[config.mk]
export PLATFORM = sky130hd
export DESIGN_NAME = fp_issue_interlock
export DESIGN_NICKNAME = d
export VERILOG_FILES = /design/src/rtl/fpil_pkg.sv /design/src/rtl/fpil_tag_pipe.sv /design/src/rtl/fpil_div_slot.sv /design/src/rtl/fpil_wb_reserve.sv /design/src/rtl/fp_issue_interlock.sv
export SDC_FILE = /design/constraint.sdc
export NUM_CORES = 1
export LEC_CHECK = 0
export BUFFER_PORTS_ARGS = -buffer_cell sky130_fd_sc_hd__clkbuf_2
export CORE_AREA = 2 2 91 93
export DETAILED_ROUTE_END_ITERATION = 10
export DIE_AREA = 0 0 93 95
export GPL_TIMING_DRIVEN = 0
export PLACE_DENSITY = 0.79
export RECOVER_POWER = 25
export SYNTH_ARGS = -nofsm -noshare
export SYNTH_HDL_FRONTEND = slang
export SYNTH_SLANG_ARGS = --single-unit
[constraint.sdc]
create_clock -name clk -period 9.75 [get_ports clk]
set_input_delay 1.95 -clock clk [delete_from_list [all_inputs] [get_ports clk]]
set_output_delay 1.95 -clock clk [all_outputs]
set_load 0.03 [all_outputs]
[src/rtl/fpil_pkg.sv]
package fpil_pkg;

   typedef enum logic [1:0] {
      UNIT_INT = 2'd0,
      UNIT_ADD = 2'd1,
      UNIT_MUL = 2'd2,
      UNIT_DIV = 2'd3
   } unit_e;

   typedef enum logic [2:0] {
      WAIT_NONE   = 3'd0,
      WAIT_UNIT   = 3'd1,
      WAIT_RAW    = 3'd2,
      WAIT_WAW    = 3'd3,
      WAIT_WBPORT = 3'd4
   } wait_e;

endpackage

[src/rtl/fpil_tag_pipe.sv]
module fpil_tag_pipe #(
   parameter int DEPTH = 4,
   parameter int TAG_W = 5
) (
   input  logic                         clk,
   input  logic                         rst,
   input  logic                         in_vld,
   input  logic [TAG_W-1:0]             in_tag,
   output logic [DEPTH-1:0]             stg_vld,
   output logic [DEPTH-1:0][TAG_W-1:0]  stg_tag
);

   if (DEPTH < 1) begin : g_bad_depth
      $error("fpil_tag_pipe: DEPTH must be at least 1");
   end
   if (TAG_W < 1) begin : g_bad_tag
      $error("fpil_tag_pipe: TAG_W must be at least 1");
   end

   if (DEPTH == 1) begin : g_single
      always_ff @(posedge clk) begin
         if (rst) stg_vld <= '0;
         else     stg_vld <= in_vld;
         stg_tag[0] <= in_tag;
      end
   end else begin : g_chain
      always_ff @(posedge clk) begin
         if (rst) stg_vld <= '0;
         else     stg_vld <= {stg_vld[DEPTH-2:0], in_vld};
         stg_tag <= {stg_tag[DEPTH-2:0], in_tag};
      end
   end

endmodule

[src/rtl/fpil_div_slot.sv]
module fpil_div_slot #(
   parameter int CYCLES = 24,
   parameter int TAG_W  = 5
) (
   input  logic             clk,
   input  logic             rst,
   input  logic             load,
   input  logic             load_vld,
   input  logic [TAG_W-1:0] load_tag,
   output logic             busy,
   output logic             fin,
   output logic             tag_vld,
   output logic [TAG_W-1:0] tag
);

   localparam int CNT_W = $clog2(CYCLES + 1);

   if (CYCLES < 2) begin : g_bad_cycles
      $error("fpil_div_slot: CYCLES must be at least 2");
   end

   logic [CNT_W-1:0] cnt;

   always_ff @(posedge clk) begin
      if (rst) begin
         cnt     <= '0;
         tag_vld <= 1'b0;
      end else if (load) begin
         cnt     <= CNT_W'(CYCLES);
         tag_vld <= load_vld;
      end else if (cnt != '0) begin
         cnt <= cnt - 1'b1;
         if (cnt == CNT_W'(1)) tag_vld <= 1'b0;
      end
   end

   always_ff @(posedge clk) begin
      if (load) tag <= load_tag;
   end

   assign busy = (cnt != '0);
   assign fin  = (cnt == CNT_W'(1)) && tag_vld;


   div_no_overlap_chk: assert property (@(posedge clk) disable iff (rst)
      load |-> !busy);


   div_release_chk: assert property (@(posedge clk) disable iff (rst)
      (cnt == CNT_W'(1)) |=> !busy);

endmodule

[src/rtl/fpil_wb_reserve.sv]
module fpil_wb_reserve #(
   parameter int SLOTS = 24,
   parameter int LAT_W = 5
) (
   input  logic             clk,
   input  logic             rst,
   input  logic             book,
   input  logic [LAT_W-1:0] book_lat,
   input  logic [LAT_W-1:0] query_lat,
   output logic             clash
);

   if (SLOTS < 2) begin : g_bad_slots
      $error("fpil_wb_reserve: SLOTS must be at least 2");
   end
   if ((1 << LAT_W) <= SLOTS) begin : g_bad_latw
      $error("fpil_wb_reserve: LAT_W too narrow for SLOTS");
   end

   // slot j set: a write-back is due j+1 edges from now
   logic [SLOTS-1:0] res;
   logic [SLOTS-1:0] res_nxt;

   always_comb begin
      res_nxt = {1'b0, res[SLOTS-1:1]};
      for (int j = 0; j < SLOTS; j++) begin
         if (book && (book_lat == LAT_W'(j + 1))) res_nxt[j] = 1'b1;
      end
   end

   always_ff @(posedge clk) begin
      if (rst) res <= '0;
      else     res <= res_nxt;
   end

   always_comb begin
      clash = 1'b0;
      for (int j = 0; j < SLOTS; j++) begin
         if (query_lat == LAT_W'(j)) clash = res[j];
      end
   end


   wb_slot_free_chk: assert property (@(posedge clk) disable iff (rst)
      (book && (book_lat == query_lat)) |-> !clash);

endmodule

[src/rtl/fp_issue_interlock.sv]
module fp_issue_interlock
   import fpil_pkg::*;
#(
   parameter int TAG_W      = 5,
   parameter int ADD_DEPTH  = 4,
   parameter int MUL_DEPTH  = 7,
   parameter int DIV_CYCLES = 24
) (
   input  logic             clk,
   input  logic             rst,
   input  logic             dec_valid,
   input  logic [1:0]       dec_unit,
   input  logic             dec_has_dst,
   input  logic [TAG_W-1:0] dec_dst,
   input  logic [TAG_W-1:0] dec_src_a,
   input  logic [TAG_W-1:0] dec_src_b,
   output logic             stall,
   output logic             issue,
   output logic [2:0]       stall_why,
   output logic             wb_valid,
   output logic [TAG_W-1:0] wb_dst
);

   localparam int EX_DEPTH = 1;
   localparam int AM_MAX   = (ADD_DEPTH > MUL_DEPTH) ? ADD_DEPTH : MUL_DEPTH;
   localparam int MAX_LAT  = (AM_MAX > DIV_CYCLES) ? AM_MAX : DIV_CYCLES;
   localparam int LAT_W    = $clog2(MAX_LAT + 1);

   if (ADD_DEPTH < 1 || MUL_DEPTH < 1) begin : g_bad_pipes
      $error("fp_issue_interlock: pipelined paths need at least one stage");
   end
   if (DIV_CYCLES < 2) begin : g_bad_div
      $error("fp_issue_interlock: DIV_CYCLES must be at least 2");
   end

   logic [EX_DEPTH-1:0]               ex_v;
   logic [EX_DEPTH-1:0][TAG_W-1:0]    ex_t;
   logic [ADD_DEPTH-1:0]              add_v;
   logic [ADD_DEPTH-1:0][TAG_W-1:0]   add_t;
   logic [MUL_DEPTH-1:0]              mul_v;
   logic [MUL_DEPTH-1:0][TAG_W-1:0]   mul_t;
   logic                              div_busy, div_fin, div_tv;
   logic [TAG_W-1:0]                  div_t;
   logic [LAT_W-1:0]                  cur_lat;
   logic                              raw_hit, waw_hit, port_clash, unit_busy;
   logic                              ex_fin, add_fin, mul_fin;
   logic [TAG_W-1:0]                  fin_tag;
   wait_e                             why;

   always_comb begin
      case (dec_unit)
         2'd0:    cur_lat = LAT_W'(EX_DEPTH);
         2'd1:    cur_lat = LAT_W'(ADD_DEPTH);
         2'd2:    cur_lat = LAT_W'(MUL_DEPTH);
         default: cur_lat = LAT_W'(DIV_CYCLES);
      endcase
   end

   // operand and same-destination scan over every in-flight tag
   always_comb begin
      raw_hit = 1'b0;
      waw_hit = 1'b0;
      for (int i = 0; i < EX_DEPTH; i++) begin
         if (ex_v[i] && (ex_t[i] == dec_src_a || ex_t[i] == dec_src_b)) raw_hit = 1'b1;
      end
      for (int i = 0; i < ADD_DEPTH; i++) begin
         if (add_v[i]) begin
            if (add_t[i] == dec_src_a || add_t[i] == dec_src_b) raw_hit = 1'b1;
            if (add_t[i] == dec_dst) waw_hit = 1'b1;
         end
      end
      for (int i = 0; i < MUL_DEPTH; i++) begin
         if (mul_v[i]) begin
            if (mul_t[i] == dec_src_a || mul_t[i] == dec_src_b) raw_hit = 1'b1;
            if (mul_t[i] == dec_dst) waw_hit = 1'b1;
         end
      end
      if (div_tv) begin
         if (div_t == dec_src_a || div_t == dec_src_b) raw_hit = 1'b1;
         if (div_t == dec_dst) waw_hit = 1'b1;
      end
      if (!dec_has_dst) waw_hit = 1'b0;
   end

   assign unit_busy = (dec_unit == UNIT_DIV) && div_busy;

   always_comb begin
      why = WAIT_NONE;
      if (dec_valid) begin
         if (unit_busy)                      why = WAIT_UNIT;
         else if (raw_hit)                   why = WAIT_RAW;
         else if (waw_hit)                   why = WAIT_WAW;
         else if (dec_has_dst && port_clash) why = WAIT_WBPORT;
      end
   end

   assign stall_why = why;
   assign stall     = (why != WAIT_NONE);
   assign issue     = dec_valid && !stall;

   fpil_tag_pipe #(.DEPTH(EX_DEPTH), .TAG_W(TAG_W)) u_ex_pipe (
      .clk(clk), .rst(rst),
      .in_vld(issue && dec_has_dst && (dec_unit == UNIT_INT)),
      .in_tag(dec_dst), .stg_vld(ex_v), .stg_tag(ex_t));

   fpil_tag_pipe #(.DEPTH(ADD_DEPTH), .TAG_W(TAG_W)) u_add_pipe (
      .clk(clk), .rst(rst),
      .in_vld(issue && dec_has_dst && (dec_unit == UNIT_ADD)),
      .in_tag(dec_dst), .stg_vld(add_v), .stg_tag(add_t));

   fpil_tag_pipe #(.DEPTH(MUL_DEPTH), .TAG_W(TAG_W)) u_mul_pipe (
      .clk(clk), .rst(rst),
      .in_vld(issue && dec_has_dst && (dec_unit == UNIT_MUL)),
      .in_tag(dec_dst), .stg_vld(mul_v), .stg_tag(mul_t));

   fpil_div_slot #(.CYCLES(DIV_CYCLES), .TAG_W(TAG_W)) u_div (
      .clk(clk), .rst(rst),
      .load(issue && (dec_unit == UNIT_DIV)),
      .load_vld(dec_has_dst), .load_tag(dec_dst),
      .busy(div_busy), .fin(div_fin), .tag_vld(div_tv), .tag(div_t));

   fpil_wb_reserve #(.SLOTS(MAX_LAT), .LAT_W(LAT_W)) u_wb_res (
      .clk(clk), .rst(rst),
      .book(issue && dec_has_dst), .book_lat(cur_lat),
      .query_lat(cur_lat), .clash(port_clash));

   assign ex_fin  = ex_v[EX_DEPTH-1];
   assign add_fin = add_v[ADD_DEPTH-1];
   assign mul_fin = mul_v[MUL_DEPTH-1];

   always_comb begin
      fin_tag = '0;
      if (ex_fin)  fin_tag = ex_t[EX_DEPTH-1];
      if (add_fin) fin_tag = add_t[ADD_DEPTH-1];
      if (mul_fin) fin_tag = mul_t[MUL_DEPTH-1];
      if (div_fin) fin_tag = div_t;
   end

   always_ff @(posedge clk) begin
      if (rst) wb_valid <= 1'b0;
      else     wb_valid <= ex_fin | add_fin | mul_fin | div_fin;
      wb_dst <= fin_tag;
   end


   wb_single_chk: assert property (@(posedge clk) disable iff (rst)
      $onehot0({ex_fin, add_fin, mul_fin, div_fin}));


   int_wb_time_chk: assert property (@(posedge clk) disable iff (rst)
      (issue && dec_has_dst && (dec_unit == UNIT_INT)) |=> ##1
         (wb_valid && (wb_dst == $past(dec_dst, 2))));

endmodule

# After elaboration in Yosys (flattened, before gate mapping)
# Cells that the tools add are included.
# totals
register_bits	88
inputBits	21
output_inout_bits	11
# op_classes
addsub	1
eq_ne	52
muxes	113
bitwise_logic	3
reduce_logical	51
# ops
cell	count
5-bit equality test	24
1-bit 2-to-1 mux	101
5-bit equality test (second input constant)	9
5-bit by 4-bit equality test with 1-bit output (second input constant)	8
1-bit logical AND	34
5-bit 2-to-1 mux	6
5-bit by 3-bit equality test with 1-bit output (second input constant)	4
3-bit 2-to-1 mux	5
5-bit one-hot mux with 3 select lines	1
5-bit by 1-bit equality test with 1-bit output (second input constant)	2
5-bit by 2-bit equality test with 1-bit output (second input constant)	2
1-bit logical OR	8
5-bit zero test	1
5-bit nonzero test	1
5-bit by 1-bit subtractor with 5-bit output (second input constant)	1
2-bit equality test (second input constant)	2
2-bit nonzero test	2
1-bit OR	3
3-bit nonzero test	1
2-bit by 1-bit equality test with 1-bit output (second input constant)	1
2-bit zero test	1
2-bit AND reduction	1
2-bit OR reduction	1
1-bit zero test	1

# Logic depth before layout (Yosys ltp)
# depth
word_depth	39
ltp_mapped	11
ltp_nobuf	10

# Hierarchy
# Synthesis repeated with hierarchy kept, for this count alone.
# unflattened
hier_cells	650
hier_area_um2	6152.2
# by_module_without_submodules
module	instances	cells_per_inst	area_each_um2	seq_area_each_um2
fp_issue_interlock	1	381	2995.4	120.1
fpil_wb_reserve	1	145	1176.1	480.5
fpil_tag_pipe (u_mul_pipe)	1	49	884.6	840.8
fpil_tag_pipe (u_add_pipe)	1	28	505.5	480.5
fpil_div_slot	1	40	456.7	270.3
fpil_tag_pipe (u_ex_pipe)	1	7	133.9	120.1

# Worst setup path before layout
# OpenSTA, ideal clock, no wires.
# synth_timing
path_type	input to output
startpoint	input port dec_src_a[1]
endpoint	output port stall_why[2]
t_arrival_ns	4.145
required_ns	7.800
path_slack_ns	3.655
stages	7
path_buffers	1
cell_sequence	buf_4 xor2_1 nor4_1 and3_2 or4_1 or4_4 nor3_1
# synth_between
elab_chain_cells	31
word_cells_on_any_way	45
# synth_lines
element	line_no	rtl
from (decl)	fp_issue_interlock.sv:15	input logic [TAG_W-1:0] dec_src_a,
5-bit equality test	fp_issue_interlock.sv:74	if (mul_t[i] == dec_src_a || mul_t[i] == dec_src_b) raw_hit = 1'b1;
1-bit logical OR	fp_issue_interlock.sv:74	
1-bit logical AND	fp_issue_interlock.sv:64	if (ex_v[i] && (ex_t[i] == dec_src_a || ex_t[i] == dec_src_b)) raw_hit = 1'b1;
1-bit 2-to-1 mux	fp_issue_interlock.sv:64	
1-bit 2-to-1 mux	fp_issue_interlock.sv:68	if (add_t[i] == dec_src_a || add_t[i] == dec_src_b) raw_hit = 1'b1;
1-bit 2-to-1 mux	fp_issue_interlock.sv:67	if (add_v[i]) begin
1-bit 2-to-1 mux	fp_issue_interlock.sv:68	
1-bit 2-to-1 mux	fp_issue_interlock.sv:67	
[15 not listed]	-	
1-bit 2-to-1 mux	fp_issue_interlock.sv:73	if (mul_v[i]) begin
1-bit 2-to-1 mux	fp_issue_interlock.sv:74	
1-bit 2-to-1 mux	fp_issue_interlock.sv:73	
1-bit 2-to-1 mux	fp_issue_interlock.sv:79	if (div_t == dec_src_a || div_t == dec_src_b) raw_hit = 1'b1;
1-bit 2-to-1 mux (*)	fp_issue_interlock.sv:78	if (div_tv) begin
3-bit 2-to-1 mux (*)	fp_issue_interlock.sv:91	else if (raw_hit) why = WAIT_RAW;
3-bit 2-to-1 mux (*)	fp_issue_interlock.sv:90	if (unit_busy) why = WAIT_UNIT;
3-bit 2-to-1 mux (*)	fp_issue_interlock.sv:89	if (dec_valid) begin
to (decl)	fp_issue_interlock.sv:19	output logic [2:0] stall_why,
# Every way passes the cells marked *; elsewhere a longest branch is shown, timed or not.

# Worst setup path in the final report
# layout_timing
startpoint	input port dec_src_a[4]
endpoint	output port issue
# layout_between
elab_chain_cells	34
word_cells_on_any_way	48
# layout_lines
element	line_no	rtl
5-bit equality test	fp_issue_interlock.sv:74	
1-bit logical OR	fp_issue_interlock.sv:74	
1-bit logical AND	fp_issue_interlock.sv:64	
1-bit 2-to-1 mux	fp_issue_interlock.sv:64	
1-bit 2-to-1 mux	fp_issue_interlock.sv:68	
1-bit 2-to-1 mux	fp_issue_interlock.sv:67	
1-bit 2-to-1 mux	fp_issue_interlock.sv:68	
1-bit 2-to-1 mux	fp_issue_interlock.sv:67	
[18 not listed]	-	
1-bit 2-to-1 mux	fp_issue_interlock.sv:79	
1-bit 2-to-1 mux (*)	fp_issue_interlock.sv:78	
3-bit 2-to-1 mux (*)	fp_issue_interlock.sv:91	
3-bit 2-to-1 mux (*)	fp_issue_interlock.sv:90	
3-bit 2-to-1 mux (*)	fp_issue_interlock.sv:89	
3-bit nonzero test (*)	fp_issue_interlock.sv:98	assign stall = (why != WAIT_NONE);
1-bit zero test (*)	fp_issue_interlock.sv:99	assign issue = dec_valid && !stall;
1-bit logical AND (*)	fp_issue_interlock.sv:99	
to (decl)	fp_issue_interlock.sv:18	output logic issue,
# Marked as above.

==> key figures <==
Outcome
  • Status: finished clean

Clocking
  • Cts repair resizes: 0
  • Clock-pin slew on the worst setup and hold paths: 0.09 ns
  • Clock sink count: just under 90
  • Hold_buf cts: 0
  • H-tree lvl count: 3
  • Cts bufs inserted: 9
  • Clk root buf: clkbuf_8
  • Clock Latency Late Sink: between 0.3 and 0.4 ns
  • CTS tree: built
  • Clock buffer depth: 2
  • Setup Fix Bufs, Post-CTS: 0

Detailed routing
  • Final ANT Viol Nets: 0
  • Initial DRC count: 245
  • Residual DRC count: 0
  • Vias per std cell: 5.49
  • Via count: a little over 3000
  • Drt first pass iters: 4
  • Routed WL per cell: 17.5 um
  • Final WL: 9800 um

Worst setup path
  • CP Capture Type: output port
  • Critical Path RT: slightly below 8 ns
  • CP Class: primary input to output port
  • End point of the critical path: issue
  • Flop2flop setup slack: 6.97 ns
  • Worst-path maximum fanout: 9
  • Worst Reg2Reg Path Length in Cells: 8
  • FF-to-FF End: u_div.tag[2]$_DFFE_PP_
  • Critical Path Source: dec_src_a[4]
  • Critical R2R Launch: u_ex_pipe.stg_vld$_SDFF_PP0_
  • CP startpoint kind: primary input
  • Worst EP arrival: 4.24 ns

Synthesis
  • Synth cell types: 42
  • EDFF count, synth: 5
  • Ranking of synthesized cells by area: dfxtp_1 (40%), xor2_1 (13%), xnor2_1 (13%), nor2b_1 (4.3%), edfxtp_1 (3.6%)
  • Synthesized Nets: 449
  • Syn Area/Cell: 9.99 um2
  • Warnings from Yosys: 0
  • Synth async-reset ratio: 0%
  • Seq/Total Area, Yosys: 43.3%
  • Register bit total from synthesis: 88
  • Top_reg_cell synth: dfxtp_1
  • Synthesized area: 4180 um2
  • Yosys top cell by area: dfxtp_1
  • Top cell type's share of synthesized area: 39.7%
  • Gate Count Post-Synth: between 400 and 500

Layout
  • Design area: 4600 um2
  • Antenna diodes: 0
  • Core Util, Final: between 50% and 60%
  • Fill cells: between 600 and 700
  • Nets: 481
  • Most common cell after layout, fill and taps aside: dfxtp_1
  • Layout cells sized above 1: 14.5%
  • FF+latch area: 1810 um2
  • P&R area growth vs syn: 10.0%
  • Commonest cells after routing, fill and taps aside: dfxtp_1 (83), xor2_1 (63), xnor2_1 (60)
  • Multi-input logic area: 2210 um2

Timing
  • Slew of the pin with the lowest slew margin: 0.599 ns
  • Period minus WS final: just over 6 ns
  • Final-report max-slew violation count: 0
  • Worst-case clock skew: 0.00827 ns
  • Count of final setup violators: 0
  • Max transition margin: 59.5%
  • Post-route setup TNS: 0 ns
  • Final period util: 63.5%
  • RSZ-0062 raised after global routing: false
  • Fmax: approximately 160 MHz
  • Final Hold Vio Count: 0

Place
  • Port bufs: 21
  • HPWL Detailed: 7000 um
  • Final GP Congestion: 0.884
  • Dpl cell area: 4420 um2

Floorplan
  • Die Wd: approximately 93 um
  • Die area: 8840 um2
  • Die Height: 95 um
  • Rows: 33
  • Core box area: 7930 um2
  • Starting Density: 52.8%
  • # IOs: 32

Global route
  • First-pass GRT wire length: 15300 um
  • Pin count of the biggest net entering global routing: 17
  • Initial antenna violation count: 0
  • Vias in the first global route: 3072
  • GRT overflow: 0
  • Gr usage total: 23.2%

Power
  • Max IR drop VDD: ~150 uV
  • P per Cell Area: 176 nW/um2
  • Leakage: approximately 1.8 nW

Min path
  • Min-Delay Path Class: register to register
  • Hold depth: 0
  • Hold Path Origin: u_mul_pipe.stg_tag[10]$_DFF_P_

Run
  • Max-capacitance violation count: 0
-- Yosys cell counts, types with 2 or more instances --
cell      count
dfxtp_1      83
xor2_1       63
xnor2_1      60
nor2b_1      29
nor4_1       16
nand2_1      15
nand4_1      14
nor3_1       12
nand3_1      11
nor2_1       11
a21oi_1      10
buf_4         9
ha_1          9
inv_1         8
and3_1        7
clkbuf_1      7
o21ai_0       7
buf_2         6
edfxtp_1      5
mux2_2        5
a32o_1        4
and2_1        3
or3_1         3
and3_2        2
nand2b_1      2
or3_2         2
-- how the worst min path moves through the flow --
stage	slack, ns	endpoint
4_1_cts	0.42	u_mul_pipe.stg_tag[15]$_DFF_P_
3_5_place_dp	0.41	u_mul_pipe.stg_tag[15]$_DFF_P_
5_1_grt	0.43	u_mul_pipe.stg_tag[15]$_DFF_P_
3_3_place_gp	0.41	u_mul_pipe.stg_tag[15]$_DFF_P_
6_report	0.42	u_mul_pipe.stg_tag[15]$_DFF_P_
2_1_floorplan	0.40	u_mul_pipe.stg_tag[28]$_DFF_P_
-- worst max-delay path: stages --
cell and delay [ns]:
buf_4 0.19, xor2_1 0.18, nor4_1 0.07, and3_2 0.21, or4_1 0.39, or4_4 0.58
nor2_4 0.14, and3_1 0.18, buf_6 0.13, clkbuf_2 0.21
-- power by group --
part | switching (mW) | internal [mW] | total [mW]
sequential | 0.0250 | 0.383 | 0.408
combinational | 0.0862 | 0.0726 | 0.159
clock | 0.139 | 0.103 | 0.242
-- sequential cells by signal (all words and copies together), names as in the netlist --
name and count:
u_div.tag_vld 1, u_wb_res.res 24, u_div.cnt 5, wb_dst 5
u_mul_pipe.stg_vld 7, u_mul_pipe.stg_tag 35, wb_valid 1, u_div.tag 5
u_ex_pipe.stg_vld 1, u_add_pipe.stg_vld 4
-- cell type report --
class | instances | area share, %
tap | 105 | 2.85
inverter | 8 | 0.652
buffer | 23 | 2.93
clock inverter | 6 | 1.01
sequential | 88 | 39.3
clock buffer | 10 | 2.99
timing repair buffer | 21 | 2.28
multi-input combinational | 300 | 47.9
-- per-stage QoR --
step | std cells | hold slack, ns | setup slack [ns] | power, mW
floorplan | 419 | 0.395 | 3.65 | 0.536
global placement | 545 | 0.406 | 3.60 | 0.565
detailed placement | 545 | 0.409 | 3.57 | 0.575
CTS | 561 | 0.417 | 3.57 | 0.812
global route | 561 | 0.427 | 3.46 | 0.844
finish | 561 | 0.416 | 3.56 | 0.809
-- routing by layer --
metal	up-vias	part of all wire, %	global-route usage, %
met4	0	2.6	10.2
met1	1476	40	26.7
met3	25	7.4	6.62
met5	-	0	0
li1	1468	-	-
met2	111	50	40.3
-- cell families (layout without fill, tap and decap cells) --
group	after synthesis	in the layout	share of synthesized area (%)
and+or+nand+nor	134	134	18.4
xor gates and xnor gates	123	123	25.7
DFF	88	88	43.3
buffers and inverters	31	68	3.95
AOI/OAI and AO/OA	29	29	4.58
adders and majority gates	9	9	2.69
muxes	5	5	1.35
Power figures use the tool's default switching activity.
